<file path="config.mk">
export PLATFORM = sky130hd
export DESIGN_NAME = fcwd_top
export DESIGN_NICKNAME = d
export VERILOG_FILES = /design/src/rtl/fcwd_pkg.sv /design/src/rtl/fcwd_countdown.sv /design/src/rtl/fcwd_pulse.sv /design/src/rtl/fcwd_top.sv
export SDC_FILE = /design/constraint.sdc
export NUM_CORES = 1
export LEC_CHECK = 0
export ABC_CLOCK_PERIOD_IN_PS = 4300
export BUFFER_PORTS_ARGS = -buffer_cell sky130_fd_sc_hd__buf_2
export CAP_MARGIN = 20
export CORE_MARGIN = 8
export CORE_UTILIZATION = 55
export CTS_BUF_LIST = sky130_fd_sc_hd__clkbuf_2
export DETAILED_ROUTE_END_ITERATION = 10
export PLACE_DENSITY = 0.76
export SYNTH_ARGS = -nofsm -noshare
export SYNTH_HDL_FRONTEND = slang
export SYNTH_SLANG_ARGS = --single-unit
</file>
<file path="constraint.sdc">
create_clock -name clk -period 4.3 [get_ports clk]
set_input_delay 0.86 -clock clk [delete_from_list [all_inputs] [get_ports clk]]
set_output_delay 0.86 -clock clk [all_outputs]
set_load 0.02 [all_outputs]
</file>
<file path="src/rtl/fcwd_pkg.sv">
package fcwd_pkg;
  localparam int DATA_W = 8;

  localparam logic ADDR_FREQ = 1'b0;
  localparam logic ADDR_CTL  = 1'b1;

  localparam int BIT_WDEN = 0;
  localparam int BIT_TOST = 1;
  localparam int BIT_ROC  = 2;

  typedef struct packed {
    logic roc;
    logic status;
    logic wd_en;
  } ctl_t;
endpackage

</file>
<file path="src/rtl/fcwd_countdown.sv">
module fcwd_countdown #(
  parameter int unsigned W          = 10,
  parameter logic [W-1:0] RELOAD_VAL = 10'd200
) (
  input  logic         clk,
  input  logic         rst_n,
  input  logic         arm,
  input  logic         stop,
  input  logic         tick,
  output logic [W-1:0] count,
  output logic         armed,
  output logic         expire
);
  function automatic logic last_tick(input logic [W-1:0] c);
    return c == W'(1);
  endfunction

  function automatic logic [W-1:0] step_down(input logic [W-1:0] c);
    return c - W'(1);
  endfunction

  assign expire = armed && tick && last_tick(count) && !arm && !stop;

  always_ff @(posedge clk or negedge rst_n) begin
    if (!rst_n) begin
      armed <= 1'b0;
      count <= RELOAD_VAL;
    end else if (stop || expire) begin
      armed <= 1'b0;
      count <= RELOAD_VAL;
    end else if (arm) begin
      armed <= 1'b1;
      count <= RELOAD_VAL;
    end else if (armed && tick) begin
      count <= step_down(count);
    end
  end
endmodule

</file>
<file path="src/rtl/fcwd_pulse.sv">
module fcwd_pulse #(
  parameter int unsigned LEN = 16
) (
  input  logic clk,
  input  logic rst_n,
  input  logic trig,
  output logic pulse
);
  localparam int unsigned CW = $clog2(LEN + 1);

  logic [CW-1:0] remain;

  always_ff @(posedge clk or negedge rst_n) begin
    if (!rst_n)             remain <= '0;
    else if (trig)          remain <= CW'(LEN);
    else if (remain != '0)  remain <= remain - CW'(1);
  end

  assign pulse = remain != '0;
endmodule

</file>
<file path="src/rtl/fcwd_top.sv">
module fcwd_top
  import fcwd_pkg::*;
#(
  parameter int unsigned FREQ_W     = 4,
  parameter int unsigned RELOAD_W   = 10,
  parameter int unsigned RELOAD     = 200,
  parameter int unsigned RECOV_CODE = 10,
  parameter int unsigned PULSE_LEN  = 16
) (
  input  logic              clk,
  input  logic              rst_n,
  input  logic              reg_wr,
  input  logic              reg_addr,
  input  logic [DATA_W-1:0] reg_wdata,
  output logic [DATA_W-1:0] reg_rdata,
  input  logic              tick,
  output logic [FREQ_W-1:0] freq_sel,
  output logic              sys_rst_pulse
);
  localparam logic [RELOAD_W-1:0] RELOAD_L = RELOAD[RELOAD_W-1:0];
  localparam logic [FREQ_W-1:0]   RECOV_L  = RECOV_CODE[FREQ_W-1:0];

  function automatic logic differs(input logic [FREQ_W-1:0] a, input logic [FREQ_W-1:0] b);
    return a != b;
  endfunction

  logic [FREQ_W-1:0]   freq_q;
  ctl_t                ctl_q;
  logic                locked_q;
  logic                wr_freq, wr_ctl;
  logic                freq_change, stop_req, timeout_evt, pulse_trig;
  logic                armed;
  logic [RELOAD_W-1:0] count;
  logic                unused_wdata;

  assign unused_wdata = ^reg_wdata[DATA_W-1:FREQ_W];

  assign wr_freq     = reg_wr && (reg_addr == ADDR_FREQ);
  assign wr_ctl      = reg_wr && (reg_addr == ADDR_CTL);
  assign freq_change = wr_freq && !locked_q && differs(reg_wdata[FREQ_W-1:0], freq_q);
  assign stop_req    = wr_ctl && !reg_wdata[BIT_WDEN];
  assign pulse_trig  = timeout_evt || (freq_change && ctl_q.roc);

  fcwd_countdown #(.W(RELOAD_W), .RELOAD_VAL(RELOAD_L)) u_countdown (
    .clk    (clk),
    .rst_n  (rst_n),
    .arm    (freq_change && ctl_q.wd_en),
    .stop   (stop_req),
    .tick   (tick),
    .count  (count),
    .armed  (armed),
    .expire (timeout_evt)
  );

  fcwd_pulse #(.LEN(PULSE_LEN)) u_pulse (
    .clk   (clk),
    .rst_n (rst_n),
    .trig  (pulse_trig),
    .pulse (sys_rst_pulse)
  );

  always_ff @(posedge clk or negedge rst_n) begin
    if (!rst_n) begin
      freq_q   <= '0;
      ctl_q    <= '0;
      locked_q <= 1'b0;
    end else begin
      if (timeout_evt)      freq_q <= RECOV_L;
      else if (freq_change) freq_q <= reg_wdata[FREQ_W-1:0];

      if (wr_ctl) begin
        ctl_q.wd_en <= reg_wdata[BIT_WDEN];
        ctl_q.roc   <= reg_wdata[BIT_ROC];
      end

      if (timeout_evt)                       ctl_q.status <= 1'b1;
      else if (wr_ctl && reg_wdata[BIT_TOST]) ctl_q.status <= 1'b0;

      if (stop_req)         locked_q <= 1'b0;
      else if (timeout_evt) locked_q <= 1'b1;
    end
  end

  always_comb begin
    reg_rdata = '0;
    if (reg_addr == ADDR_CTL) begin
      reg_rdata[BIT_WDEN] = ctl_q.wd_en;
      reg_rdata[BIT_TOST] = ctl_q.status;
      reg_rdata[BIT_ROC]  = ctl_q.roc;
    end else begin
      reg_rdata[FREQ_W-1:0] = freq_q;
    end
  end

  assign freq_sel = freq_q;
endmodule

</file>
**Word level (Yosys, flattened, before mapping)**

Cells that the tools add are included.

- Register bits after elaboration: 24
- Output and inout bits: 13

- Add/subtract/negate cells: 2
- Eq/ne operators: 2
- Muxes and demuxes: 15
- Bitwise logic cells: 1
- Reductions and logical operators: 25

Operators with widths:

| cell | number |
|---|---|
| $mux W10 | 3 |
| $logic_and A1 B1 Y1 | 12 |
| $eq A10 B1 Y1 const B | 1 |
| $mux W5 | 2 |
| $reduce_bool A2 Y1 | 5 |
| $sub A10 B1 Y10 const B | 1 |
| $mux W4 | 2 |
| $mux W1 | 7 |
| $reduce_bool A5 Y1 | 1 |
| $sub A5 B1 Y5 const B | 1 |
| $logic_not A1 Y1 | 4 |
| $ne A4 B4 Y1 | 1 |
| $mux W3 | 1 |
| $reduce_bool A3 Y1 | 1 |
| $logic_or A1 B1 Y1 | 2 |
| $not A1 Y1 | 1 |

**Longest topological paths before layout**

- Depth in word-level cells: 10
- Gate-level depth with buffers: 7

**Cells and area by module**

Synthesis repeated with hierarchy kept, for this count alone.

- Cell total of the unflattened synthesis: 137
- Area total of the unflattened synthesis: 1,436.4 sq um

By module, submodules not included:

| module | times used | cells each | area each (sq um) |
|---|---|---|---|
| fcwd_countdown | 1 | 70 | 703.2 |
| fcwd_top | 1 | 42 | 471.7 |
| fcwd_pulse | 1 | 25 | 261.5 |

**Worst setup path after synthesis**

Ideal clock, no wire load.

- Path type: input to output
- Start point: input reg_addr
- End point: output reg_rdata[0]
- Data arrival time: 1,485 ps
- Data required time: 3,440 ps
- Slack: 1,955 ps
- Stages on the path: 2
- Path buffers: 1
- Cells stage by stage: clkbuf_1 > mux2_2

- Word-level cells in the longest chain between the ends: 1

Ends and longest elaborated chain:

| element | line | text |
|---|---|---|
| start: declaration | fcwd_top.sv:13 | `input logic reg_addr,` |
| $mux W3 | fcwd_top.sv:86 | `if (reg_addr == ADDR_CTL) begin` |
| end: declaration | fcwd_top.sv:15 | `output logic [DATA_W-1:0] reg_rdata,` |

No other way between the ends.

**Worst setup path after layout**

- Start point: register u_pulse.remain[0]
- End point: output sys_rst_pulse

- Word-level cells in the longest chain between the ends: 1

Ends and longest elaborated chain:

| element | line | text |
|---|---|---|
| start: declaration | fcwd_pulse.sv:11 | `logic [CW-1:0] remain;` |
| start signal: assignment | fcwd_pulse.sv:15 | `else if (trig) remain <= CW'(LEN);` |
| start signal: assignment | fcwd_pulse.sv:16 | `else if (remain != '0) remain <= remain - CW'(1);` |
| $reduce_bool A5 Y1 | fcwd_pulse.sv:19 | `assign pulse = remain != '0;` |
| end: declaration | fcwd_top.sv:18 | `output logic sys_rst_pulse` |

No other way between the ends.

==> metrics.cfg <==
[run_status]
outcome = finished, final reports clean

[worst_setup_path]
crit_buf_inv = 3
reg2reg_depth = 4
cp.required_ns = 3.44
cp.arrival_ns = 2.08
crit_family = simple AND/OR/NAND/NOR gates
cp_cell_sequence = inv_1 > ha_1 > nor4b_1 > inv_1 > buf_2
reg2reg_to = u_pulse.remain[2]
reg2reg_slack_ns = 2.23
cpMostUsedCell = inv_1
cp_max_fo = 5
endpoint_kind = output port
criticalPathCategory = reg2out
r2r_start = freq_sel[1]
startpoint_type = flop
slowest_delay_ns = 0.75
cpMaxStageDelayCell = nor4b_1

[floorplanning]
core_sq_um = 2230
die_w_microns = 65.0
start_util_pct = 59.2
chipHeight_microns = 65.0
die-area_sq_um = 4230
ios = 26
row_count = 17

[flow_run]
cap_violations = 0

[timing]
rsz0062_at_grt = no
worst_slew_pin_slew_ns = 0.896
fin_skew_ns = 0.0141
timing.fmax_mhz = 340
layout_min_cycle_time_ns = 2.94
worst_slack_ns = 1.36
finalSetupViolCount = 0
finalSetupTns_ns = 0
maxSlewHeadroom_pct = 39.4
hold_viol = 0
slew_violations = 0
fin_crit_sh_pct = 68.5

[final_layout]
nets = 164
drive_gt1_share_pct = 24.5
fill_cells = 189
insertedDiodeCount = 0
area.growth.synth_to_final_pct = 8.52

[drt]
wl_microns = 2410
postRouteAntennaNets = 0
wl_per_cell_microns = 13.8
first_pass_iters = 4
dr_wl_met2_microns = 1220
top_layer = met4
viasPerCell = 5.59
vias = 979
wl_met1_microns = 1060
met3_wirelength_microns = 123
drt_iter0_drc = 40
drcViolationCount = 0

[logic_synthesis]
ys_seq_area_share_pct = 45.7
yosysUniqueCellTypes = 36
ys_top_cells_by_area = dfrtp_1, xor2_1, dfstp_2
synth_common_cells = dfrtp_1, nor2_1, nand2_1, xor2_1, inv_1
synth-seq-cells = 24
yosys_warnings = 0
synthCells = 129
synth.most_common_cell = dfrtp_1
syn_area_sq_um = 1320
synth_edf_count = 0
avgSynthCellArea_sq_um = 10.2
netlist.area_leader.share_pct = 39.8
synthArstFlopShare_pct = 100
synth_top_cell_by_area = dfrtp_1
synth-main-ff-cell = dfrtp_1

[pwr]
p_per_area_nw_per_um2 = 498
power_frac_seq_pct = 48.6
cellLeakagePower_nw = 0.672
combPwrFrac_pct = 39.2
ir_worst_vdd_mv = 0.300
p_sw_uw = 276
clkPwrFrac_pct = 12.2
swShare_pct = 38.7
internal_power_uw = 438

[hold_path]
hold_class = in2async

[cts]
htree_levels = 1
path_clk_slew_ns = 0.22
postCtsSetupBuffers = 0
root_buffer = clkbuf_2
cts_hold_buf = 0
ctsResizeCount = 0
cts_tree = yes
cts_buffers = 3
numClockSinks = 24
cts_buffer_depth = 2
clock_latency_ns = 0.32

[placement]
pre_cts_slack_ns = 1.70
place_congestion = 0.783
hpwl_microns = 1840
io_buffers = 17

[global_route]
antenna_found_initial = 0
gr-total-overflow = 0
grt_max_degree = 25
grt_pass1_wl_microns = 4040
globalRouteTotalUtil_pct = 11.5
first_global_vias = 935

-- routing by layer --
metal  global-route usage, %  vias up
met3                    2.23        2
met5                       0        -
met4                    4.09        0
met2                    20.5       24
li1                        -      477
met1                    13.3      476
-- power groups by stage --
stage / registers, mW / logic (mW) / clock network, mW
6_report: 0.347 / 0.280 / 0.0874
2_1_floorplan: 0.349 / 0.212 / 0
3_3_place_gp: 0.348 / 0.268 / 0
3_5_place_dp: 0.352 / 0.281 / 0
4_1_cts: 0.346 / 0.283 / 0.0924
5_1_grt: 0.355 / 0.318 / 0.0994
-- layout by cell type (no fill, tap or decap), types with 2 or more instances in the layout --
cell type and n:
dfrtp_1 21, buf_2 17, nor2_1 13, nand2_1 12, xor2_1 11, inv_1 7, a21oi_1 6, mux2_2 5
nor3_1 5, nand3_1 4, nand3b_1 4, conb_1 4, clkbuf_2 4, nand4b_1 3, nand2b_1 3, ha_1 3
dfstp_2 3, nor2b_1 2, mux2i_1 2, xnor2_1 2
-- stage by stage --
stage | total power [mW] | hold WS, ns | util, % | area (sq um) | instances
2_1_floorplan | 0.561 | 0.444 | - | 1330 | 132
3_3_place_gp | 0.617 | 0.457 | 63.3 | 1410 | 171
3_5_place_dp | 0.633 | 0.478 | 63.3 | 1410 | 171
4_1_cts | 0.721 | 0.472 | 64.2 | 1430 | 175
5_1_grt | 0.773 | 0.474 | 64.2 | 1430 | 175
6_report | 0.714 | 0.473 | 64.2 | 1430 | 175
-- final cells by class --
cell class	instances	area [sq um]	area share [%]
clock buffers	4	20.0	1.40
inverters	7	26.3	1.83
multi-input cells	94	656	45.7
flip-flops and latches	24	604	42.1
well taps	28	35.0	2.44
repair buffers	18	92.6	6.46
-- sequential cells by signal (all words and copies together) (netlist names) --
register	cells
u_countdown.count	10
u_pulse.remain	5
freq_sel	4
ctl_q	3
locked_q	1
u_countdown.armed	1
-- worst register-to-register path, delay by kind of cell, from the launching register on --
family | cells | cell delay, ns
compound gates | 2 | 1.17
xor+xnor | 1 | 0.20
flops | 1 | 0.47
simple gates | 1 | 0.11
-- worst max-delay path by stage --
stage	cells after the start	slack, ns	endpoint	startpoint
floorplan	2	1.96	reg_rdata[0]	reg_addr
global placement	5	1.75	u_pulse.remain[4]	reg_wdata[0]
detailed placement	5	1.70	u_pulse.remain[2]	reg_wdata[0]
CTS	5	1.33	sys_rst_pulse	u_pulse.remain[0]
global route	5	1.11	sys_rst_pulse	u_pulse.remain[0]
finish	5	1.36	sys_rst_pulse	u_pulse.remain[0]
-- cell families (layout without fill, tap and decap cells) --
logic type                 count (synthesis)  after routing  share of synthesized area (%)
other                                      1              4                          0.284
and+or+nand+nor                           52             52                           20.7
DFF                                       24             24                           45.7
adders and majority gates                  3              3                           2.84
AOI/OAI and AO/OA                         15             15                           10.5
muxes                                      7              7                           5.78
xor gates and xnor gates                  13             13                           8.62
buffers and inverters                     14             29                           5.49
No activity file was read; power rests on OpenSTA's default activity.
